## src/rtl/e1_sa_pkg.sv

```systemverilog
package e1_sa_pkg;
  localparam int SA_COUNT     = 5;
  localparam int SW_PER_MF    = 8;
  localparam int SA_FIRST_POS = 4;   // line position 1..8 of first spare bit
  localparam int ADDR_RX_BASE = 0;
  localparam int ADDR_TX_BASE = 8;
  localparam int ADDR_STATUS  = 15;

  // byte lane of spare bit s; line position 1 is byte bit 7
  function automatic int sa_lane(input int s);
    return 8 - (SA_FIRST_POS + s);
  endfunction
endpackage

```

## src/rtl/e1_sa_rx_capture.sv

```systemverilog
module e1_sa_rx_capture
  import e1_sa_pkg::*;
#(
  parameter int N_SA = SA_COUNT,
  parameter int N_SW = SW_PER_MF,
  localparam int FW  = $clog2(2 * N_SW),
  localparam int SWW = $clog2(N_SW)
) (
  input  logic                       clk_i,
  input  logic                       rst_ni,
  input  logic                       valid_i,
  input  logic [FW-1:0]              frame_i,
  input  logic [7:0]                 ts0_i,
  output logic [N_SA-1:0][N_SW-1:0]  rx_sa_o,
  output logic                       mf_begin_o
);
  logic [N_SA-1:0][N_SW-1:0] acc_q, pub_q;
  logic [SWW-1:0]            sw_idx;
  logic                      is_sw;

  assign sw_idx     = frame_i[FW-1:1];
  assign is_sw      = valid_i && frame_i[0];
  assign mf_begin_o = valid_i && (frame_i == '0);

  always_ff @(posedge clk_i or negedge rst_ni) begin
    if (!rst_ni) begin
      acc_q <= '0;
    end else if (is_sw) begin
      for (int s = 0; s < N_SA; s++) acc_q[s][sw_idx] <= ts0_i[sa_lane(s)];
    end
  end

  always_ff @(posedge clk_i or negedge rst_ni) begin
    if (!rst_ni)         pub_q <= '0;
    else if (mf_begin_o) pub_q <= acc_q;
  end

  assign rx_sa_o = pub_q;
endmodule

```

## src/rtl/e1_sa_tx_insert.sv

```systemverilog
module e1_sa_tx_insert
  import e1_sa_pkg::*;
#(
  parameter int N_SA = SA_COUNT,
  parameter int N_SW = SW_PER_MF,
  localparam int FW  = $clog2(2 * N_SW),
  localparam int SWW = $clog2(N_SW)
) (
  input  logic                       clk_i,
  input  logic                       rst_ni,
  input  logic                       valid_i,
  input  logic [FW-1:0]              frame_i,
  input  logic [7:0]                 ts0_i,
  input  logic                       transp_i,
  input  logic [N_SA-1:0][N_SW-1:0]  host_tx_i,
  output logic [N_SA-1:0][N_SW-1:0]  shadow_o,
  output logic                       mf_begin_o,
  output logic                       valid_o,
  output logic [7:0]                 ts0_o
);
  logic [N_SA-1:0][N_SW-1:0] shadow_q;
  logic [SWW-1:0]            sw_idx;
  logic [7:0]                ins_byte;
  logic                      valid_q;
  logic [7:0]                ts0_q;

  assign sw_idx     = frame_i[FW-1:1];
  assign mf_begin_o = valid_i && (frame_i == '0);

  always_comb begin
    ins_byte = ts0_i;
    if (frame_i[0] && !transp_i) begin
      for (int s = 0; s < N_SA; s++) ins_byte[sa_lane(s)] = shadow_q[s][sw_idx];
    end
  end

  always_ff @(posedge clk_i or negedge rst_ni) begin
    if (!rst_ni)         shadow_q <= '0;
    else if (mf_begin_o) shadow_q <= host_tx_i;
  end

  always_ff @(posedge clk_i or negedge rst_ni) begin
    if (!rst_ni) begin
      valid_q <= 1'b0;
      ts0_q   <= '0;
    end else begin
      valid_q <= valid_i;
      if (valid_i) ts0_q <= ins_byte;
    end
  end

  assign shadow_o = shadow_q;
  assign valid_o  = valid_q;
  assign ts0_o    = ts0_q;
endmodule

```

## src/rtl/e1_sa_host_regs.sv

```systemverilog
module e1_sa_host_regs
  import e1_sa_pkg::*;
#(
  parameter int N_SA   = SA_COUNT,
  parameter int N_SW   = SW_PER_MF,
  parameter int ADDR_W = 4,
  parameter int DW     = 8
) (
  input  logic                       clk_i,
  input  logic                       rst_ni,
  input  logic                       we_i,
  input  logic [ADDR_W-1:0]          addr_i,
  input  logic [DW-1:0]              wdata_i,
  output logic [DW-1:0]              rdata_o,
  input  logic [N_SA-1:0][N_SW-1:0]  rx_sa_i,
  input  logic                       rx_begin_i,
  input  logic                       tx_begin_i,
  output logic [N_SA-1:0][N_SW-1:0]  tx_sa_o,
  output logic                       irq_rx_o,
  output logic                       irq_tx_o
);
  localparam logic [ADDR_W-1:0] STAT_A = ADDR_W'(ADDR_STATUS);

  logic stat_wr;
  logic rx_flag_q, tx_flag_q;

  assign stat_wr = we_i && (addr_i == STAT_A);

  for (genvar g = 0; g < N_SA; g++) begin : g_tx
    localparam logic [ADDR_W-1:0] MY_A = ADDR_W'(ADDR_TX_BASE + g);
    logic [N_SW-1:0] reg_q;
    always_ff @(posedge clk_i or negedge rst_ni) begin
      if (!rst_ni)                      reg_q <= '0;
      else if (we_i && addr_i == MY_A)  reg_q <= wdata_i[N_SW-1:0];
    end
    assign tx_sa_o[g] = reg_q;
  end

  // set beats write-one-to-clear
  always_ff @(posedge clk_i or negedge rst_ni) begin
    if (!rst_ni) begin
      rx_flag_q <= 1'b0;
      tx_flag_q <= 1'b0;
    end else begin
      if (rx_begin_i)                  rx_flag_q <= 1'b1;
      else if (stat_wr && wdata_i[0])  rx_flag_q <= 1'b0;
      if (tx_begin_i)                  tx_flag_q <= 1'b1;
      else if (stat_wr && wdata_i[1])  tx_flag_q <= 1'b0;
    end
  end

  always_comb begin
    rdata_o = '0;
    for (int s = 0; s < N_SA; s++) begin
      if (addr_i == ADDR_W'(ADDR_RX_BASE + s)) rdata_o = DW'(rx_sa_i[s]);
      if (addr_i == ADDR_W'(ADDR_TX_BASE + s)) rdata_o = DW'(tx_sa_o[s]);
    end
    if (addr_i == STAT_A) rdata_o = DW'({tx_flag_q, rx_flag_q});
  end

  assign irq_rx_o = rx_flag_q;
  assign irq_tx_o = tx_flag_q;
endmodule

```

## src/rtl/e1_sa_mfbuf.sv

```systemverilog
module e1_sa_mfbuf
  import e1_sa_pkg::*;
#(
  parameter int N_SA   = SA_COUNT,
  parameter int N_SW   = SW_PER_MF,
  parameter int ADDR_W = 4,
  parameter int DW     = 8,
  localparam int FW    = $clog2(2 * N_SW)
) (
  input  logic              clk_i,
  input  logic              rst_ni,
  input  logic              rx_valid_i,
  input  logic [FW-1:0]     rx_frame_i,
  input  logic [7:0]        rx_ts0_i,
  input  logic              tx_valid_i,
  input  logic [FW-1:0]     tx_frame_i,
  input  logic [7:0]        tx_ts0_i,
  input  logic              ts0_transp_i,
  input  logic              host_we_i,
  input  logic [ADDR_W-1:0] host_addr_i,
  input  logic [DW-1:0]     host_wdata_i,
  output logic [DW-1:0]     host_rdata_o,
  output logic              irq_rx_mf_o,
  output logic              irq_tx_mf_o,
  output logic              tx_valid_o,
  output logic [7:0]        tx_ts0_o
);
  logic [N_SA-1:0][N_SW-1:0] rx_sa, tx_host, tx_shadow;
  logic                      rx_begin, tx_begin;

  e1_sa_rx_capture #(.N_SA(N_SA), .N_SW(N_SW)) u_rx (
    .clk_i      (clk_i),
    .rst_ni     (rst_ni),
    .valid_i    (rx_valid_i),
    .frame_i    (rx_frame_i),
    .ts0_i      (rx_ts0_i),
    .rx_sa_o    (rx_sa),
    .mf_begin_o (rx_begin)
  );

  e1_sa_tx_insert #(.N_SA(N_SA), .N_SW(N_SW)) u_tx (
    .clk_i      (clk_i),
    .rst_ni     (rst_ni),
    .valid_i    (tx_valid_i),
    .frame_i    (tx_frame_i),
    .ts0_i      (tx_ts0_i),
    .transp_i   (ts0_transp_i),
    .host_tx_i  (tx_host),
    .shadow_o   (tx_shadow),
    .mf_begin_o (tx_begin),
    .valid_o    (tx_valid_o),
    .ts0_o      (tx_ts0_o)
  );

  e1_sa_host_regs #(.N_SA(N_SA), .N_SW(N_SW), .ADDR_W(ADDR_W), .DW(DW)) u_regs (
    .clk_i      (clk_i),
    .rst_ni     (rst_ni),
    .we_i       (host_we_i),
    .addr_i     (host_addr_i),
    .wdata_i    (host_wdata_i),
    .rdata_o    (host_rdata_o),
    .rx_sa_i    (rx_sa),
    .rx_begin_i (rx_begin),
    .tx_begin_i (tx_begin),
    .tx_sa_o    (tx_host),
    .irq_rx_o   (irq_rx_mf_o),
    .irq_tx_o   (irq_tx_mf_o)
  );
endmodule

```

## config.mk

```make
export PLATFORM = sky130hd
export DESIGN_NAME = e1_sa_mfbuf
export DESIGN_NICKNAME = d
export VERILOG_FILES = /design/src/rtl/e1_sa_pkg.sv /design/src/rtl/e1_sa_rx_capture.sv /design/src/rtl/e1_sa_tx_insert.sv /design/src/rtl/e1_sa_host_regs.sv /design/src/rtl/e1_sa_mfbuf.sv
export SDC_FILE = /design/constraint.sdc
export NUM_CORES = 1
export LEC_CHECK = 0
export BUFFER_PORTS_ARGS = -buffer_cell sky130_fd_sc_hd__buf_2
export CAP_MARGIN = 0
export CORE_AREA = 2 2 134 136
export DETAILED_ROUTE_END_ITERATION = 8
export DIE_AREA = 0 0 136 138
export SYNTH_ARGS = -nofsm -noshare
export SYNTH_HDL_FRONTEND = slang
export SYNTH_HIERARCHICAL = 1
export SYNTH_SLANG_ARGS = --single-unit
```

## constraint.sdc

```tcl
create_clock -name clk_i -period 2.15 [get_ports clk_i]
set_input_delay 0.5375 -clock clk_i [delete_from_list [all_inputs] [get_ports clk_i]]
set_output_delay 0.5375 -clock clk_i [all_outputs]
set_load 0.01 [all_outputs]
```

* Word-level counts from Yosys, hierarchy flattened *
Index checks and enable logic that the tools add are counted.

operators by class
  reductions and logical operators = 19
  mux-type cells = 33
  order comparisons = 3
  eq/ne operators = 10

operators by type and width
  kind                number
  $mux 8              11
  $bwmux 8            5
  $eq 4x4->1 const B  6
  $bmux 1 s3          5
  $logic_and 1x1->1   13
  $logic_not 4->1     3
  $mux 1              10
  $eq 4x2->1 const B  2
  $lt 3x4->1 const B  2
  $mux 5              1
  $eq 4x1->1 const B  1
  $eq 4x3->1 const B  1
  $reduce_bool 2->1   2
  $demux 1 s3         1
  $ge 3x1->1 const B  1
  $logic_not 1->1     1

word-level totals
  flip-flop bits (word level) = 171
  output and inout port bits = 19

* Longest topological paths before layout *
  word-level depth = 12
  mapped depth = 7
  mapped depth without buffers = 4

* By module *
Netlist, hierarchy kept.

modules (own cells, without submodules)
  module            times used  area each (µm²)  cells each
  e1_sa_rx_capture  1           3,009.1          182
  e1_sa_host_regs   1           2,494.9          232
  e1_sa_tx_insert   1           2,384.8          164

* Worst setup path after synthesis *
OpenSTA, ideal clock, no wires.

  path kind = input-to-output
  start = in host_addr_i[3]
  end = out host_rdata_o[1]
  slack = -0.019 ns
  stages = 6
  required time = 1.612 ns
  arrival time = 1.631 ns
  cell sequence = buf_4 buf_4 buf_4 a21oi_1 o32a_1 o21ai_0

between the ends
  word-level cells in the longest chain between the ends = 12

RTL lines
  element             RTL line               RTL
  start: declaration  e1_sa_mfbuf.sv:20      input logic [ADDR_W-1:0] host_addr_i,
  $logic_not 4->1     e1_sa_host_regs.sv:55  if (addr_i == ADDR_W'(ADDR_RX_BASE + s)) rdata_o = DW'(rx_sa_i[s]);
  $mux 8              e1_sa_host_regs.sv:55
  $mux 8              e1_sa_host_regs.sv:56  if (addr_i == ADDR_W'(ADDR_TX_BASE + s)) rdata_o = DW'(tx_sa_o[s]);
  $mux 8              e1_sa_host_regs.sv:55
  $mux 8              e1_sa_host_regs.sv:56
  $mux 8              e1_sa_host_regs.sv:55
  $mux 8              e1_sa_host_regs.sv:56
  $mux 8              e1_sa_host_regs.sv:55
  $mux 8              e1_sa_host_regs.sv:56
  $mux 8              e1_sa_host_regs.sv:55
  $mux 8              e1_sa_host_regs.sv:56
  $mux 8 *            e1_sa_host_regs.sv:58  if (addr_i == STAT_A) rdata_o = DW'({tx_flag_q, rx_flag_q});
  end: declaration    e1_sa_mfbuf.sv:22      output logic [DW-1:0] host_rdata_o,

Every way passes the cells marked *; elsewhere a longest branch is shown, timed or not.

* Final worst setup path *
  start = reg u_regs.g_tx[0].reg_q[4]
  end = out host_rdata_o[4]

between the ends
  word-level cells in the longest chain between the ends = 10

RTL lines
  element                   RTL line               RTL
  start: declaration        e1_sa_host_regs.sv:31  logic [N_SW-1:0] reg_q;
  start signal: assignment  e1_sa_host_regs.sv:34  else if (we_i && addr_i == MY_A) reg_q <= wdata_i[N_SW-1:0];
  $mux 8                    e1_sa_host_regs.sv:56
  $mux 8                    e1_sa_host_regs.sv:55
  $mux 8                    e1_sa_host_regs.sv:56
  $mux 8                    e1_sa_host_regs.sv:55
  $mux 8                    e1_sa_host_regs.sv:56
  $mux 8                    e1_sa_host_regs.sv:55
  $mux 8                    e1_sa_host_regs.sv:56
  $mux 8                    e1_sa_host_regs.sv:55
  $mux 8                    e1_sa_host_regs.sv:56
  $mux 8                    e1_sa_host_regs.sv:58

Every way passes these cells.

==> out/metrics.csv <==
stage,metric,value,unit
status,outcome,"finished, violations left",
status,failing checks,negative setup slack,
routing,DR vias,5021,
timing,crit share post-route,106,%
routing,antenna-violating nets left,0,
finish,final core occ,55.2,%
logic_synthesis,#FFs+latches synth,171,
clock_network,Root Driver,clkbuf_16,
routing,Initial DRC Count,239,
placed_design,post-place setup slack,-0.322,ns
global_routing,first-pass GRT wire length,29.2,mm
setup_path,CP top delay family,compound AO/OA/AOI/OAI gates,
logic_synthesis,Syn Std Cell Area,7890,µm²
setup_path,Setup CP Type,flop to primary output,
setup_path,WP buf/inv,1,
logic_synthesis,Mapped Avg Cell Area,13.6,µm²
global_routing,vias in the first global route,5207,
logic_synthesis,distinct cell type count after synthesis,43,
power,PD cells,946,nW/µm²
setup_path,Worst path slowest cell,dfrtp_1,
logic_synthesis,yosys warns,6,
die,Rows,49,
timing,unrepaired setup endpoints after global routing,yes,
placed_design,port bufs,57,
timing,Fin Hold WS,0.0438,ns
worst_hold_path,Hold Path Class,primary input to async pin,
setup_path,worst flop-to-flop path endpoint,u_tx/ts0_o[4],
power,Static Leak,0.00455,µW
placed_design,hpwl dp,13.3,mm
die,Core ar.,17500,µm²
timing,crit path time final,2.28,ns
finish,Non-Filler Instances,919,
finish,filler instances,1494,
timing,fmax,0.439,GHz
global_routing,initial antenna violation count,0,
timing,setup ws final,-0.129,ns
die,num ports,61,
setup_path,CP Max Fanout,2,
die,Die X,136,µm
logic_synthesis,sequential cell area fraction in the yosys report,54.2,%
timing,Final setup viols,3,
timing,slew of the pin with the lowest slew margin,0.552,ns
setup_path,Most Frequent Cell on Critical Path,mux2i_1,
power,combinational group share of total power,20.0,%
finish,"commonest non-fill, non-tap cell in the layout",dfrtp_1,
clock_network,H-tree Lvls,4,
routing,first-pass iteration count of the detailed router,4,
routing,# DRC,0,
timing,clk_skew,0.00501,ns
placed_design,Cells after DPL,875,
timing,final-report max-slew violation count,0,
die,initial core utilization,45.0,%
global_routing,GRT Overall Usage,20.4,%
setup_path,worst reg2reg path depth,4,
clock_network,worst skew pair latency,0.42,ns
global_routing,grt ovf,0,
finish,Nets,720,
power,Seq pwr share,50.5,%
routing,vias per cell,5.46,
setup_path,Startpoint Class,flop,
timing,Rel. slew slack,63.2,%
power,clock power share,29.5,%
clock_network,"Clk pin slew, worst setup/hold paths",0.06,ns
job,Max Cap Viol,0,
timing,final hold violation count,0,
routing,wire length per cell,19.9,µm
clock_network,Num Clock Sinks,171,
finish,Synth-to-Final Area Change,22.7,%
setup_path,crit path cell chain,"mux2i_1, a2bb2oi_2, mux2i_1, a21o_1, buf_2",
logic_synthesis,post-synthesis cell count,578,
setup_path,CP max stage delay,0.41,ns
setup_path,flop2flop setup slack,1.06,ns
clock_network,Max clock buf depth,2,
finish,final instance area,9680,µm²
finish,Inserted Diodes,0,
die,DIE HEIGHT,138,µm
clock_network,TritonCTS buffer count,17,
finish,most frequent cells in the layout,"170 x dfrtp_1, 128 x mux2_2, 52 x buf_2, 42 x buf_4, 39 x mux2_4",
routing,drt total wl,18.3,mm
power,Max IR drop VDD,0.705,mV
power,Switch Pwr,2490,µW
power,Internal Power,6670,µW
global_routing,pin count of the biggest net entering global routing,48,
setup_path,worst r2r src,u_tx/shadow_o[1],
power,Sw Share,27.2,%
finish,share of cells above drive strength 1,52.0,%
die,area of the die,18800,µm²
clock_network,cts-stage hold buffer count,0,
logic_synthesis,Mapped Nets,620,
placed_design,placed cell area,8710,µm²
setup_path,nature of the critical path endpoint,primary output,
placed_design,GPL Wtd Cong,0.972,
setup_path,Crit path arrival time,1.74,ns
setup_path,Required @ worst endpoint,1.61,ns
clock_network,TritonCTS clock tree,done,
## cell type report
class                           instances  area (µm²)  share of cell area (%)
Tap cell                              229         287                    2.96
Multi-Input combinational cell        365        3650                    37.7
Sequential cell                       171        4280                    44.2
Inverter                               10        43.8                   0.452
Timing Repair Buffer                  113         906                    9.36
Clock buffer                           24         472                    4.87
Clock inverter                          7        43.8                   0.452
## per-stage QoR
step | setup TNS (ns) | power [µW]
2_1_floorplan | 0 | 5630
3_3_place_gp | -2.03 | 6230
3_5_place_dp | -2.14 | 6340
4_1_cts | -0.267 | 9170
5_1_grt | -0.525 | 9630
6_report | -0.259 | 9160
## synthesized netlist by cell type
cell type,count,area [µm²]
a31oi_1,4,25.0
and2_1,1,6.26
a211o_1,1,8.76
nor2_4,3,33.8
nor2_1,18,67.6
nand2_4,1,11.3
nor4_1,1,6.26
o2bb2ai_1,3,26.3
dfrtp_1,171,4280
mux2_2,128,1440
o221ai_1,3,26.3
and3_1,1,6.26
a21o_1,5,37.5
inv_1,8,30.0
o32ai_1,5,43.8
clkbuf_1,8,30.0
o22ai_1,8,50.1
buf_2,14,70.1
buf_4,5,37.5
o32a_1,1,10.0
nand2b_1,9,56.3
clkbuf_2,1,5.00
nand3_4,1,17.5
a2bb2oi_1,5,43.8
o21ai_0,3,15.0
mux2i_1,32,320
nand3b_1,2,15.0
nand3_1,24,120
mux4_2,1,22.5
nand4_1,2,12.5
mux2_4,39,586
clkinv_1,2,7.51
nor3_4,1,16.3
nor3_1,5,25.0
buf_6,4,45.0
a21oi_1,17,85.1
nand2_1,12,45.0
and2_0,1,6.26
a221oi_1,2,17.5
or3_1,2,12.5
a22oi_1,13,97.6
a211oi_1,1,7.51
nor2b_1,10,62.6
## power by group through the flow
stage	clock, µW	sequential [µW]	combinational, µW
finish	2700	4630	1830
global route	2900	4730	1990
floorplan	0	4390	1240
global placement	0	4630	1600
CTS	2750	4620	1800
detailed placement	0	4670	1660
## how the worst max path moves through the flow
stage	from	to	slack (ns)	cells past startpoint
after floorplan	host_addr_i[3]	host_rdata_o[2]	0.006	6
after global placement	host_addr_i[3]	host_rdata_o[6]	-0.30	7
after detailed placement	host_addr_i[3]	host_rdata_o[6]	-0.32	7
after CTS	u_regs/g_tx[1].reg_q[6]	host_rdata_o[6]	-0.13	4
after global routing	u_regs/g_tx[1].reg_q[6]	host_rdata_o[6]	-0.17	4
final	u_regs/g_tx[0].reg_q[4]	host_rdata_o[4]	-0.13	5
## kinds of logic (layout without fill, tap and decap cells)
| kind of cell | after synthesis | in the layout | synth area share (%) |
|---|---|---|---|
| mux | 200 | 200 | 30.0 |
| flops | 171 | 171 | 54.2 |
| simple gates | 94 | 94 | 6.60 |
| compound gates | 71 | 71 | 6.26 |
| buf+inv | 42 | 154 | 2.85 |
## timing repair
action                                  in CTS  in global routing
endpoints found under the setup margin       8                  8
pin swaps                                   13                 11
setup buffers                               10                  3
cloned                                       1                  0
gates resized for setup                     53                 23
## sequential cells by signal (all words and copies together) (netlist names)
register / count
u_regs/g_tx.reg_q: 40
u_rx/acc_q: 40
u_rx/rx_sa_o: 40
u_tx/shadow_o: 40
u_tx/ts0_o: 8
u_regs/irq_rx_o: 1
u_regs/irq_tx_o: 1
u_tx/valid_o: 1
## per-layer routing
metal	global-route usage, %	vias to the layer above	share of wire (%)
met5	0	-	0
met1	28.3	2550	46
met3	3.59	31	3.7
met2	32.1	125	47
met4	7.73	0	2.6
li1	-	2315	-
Note: power is estimated with default switching activity, not from simulation.
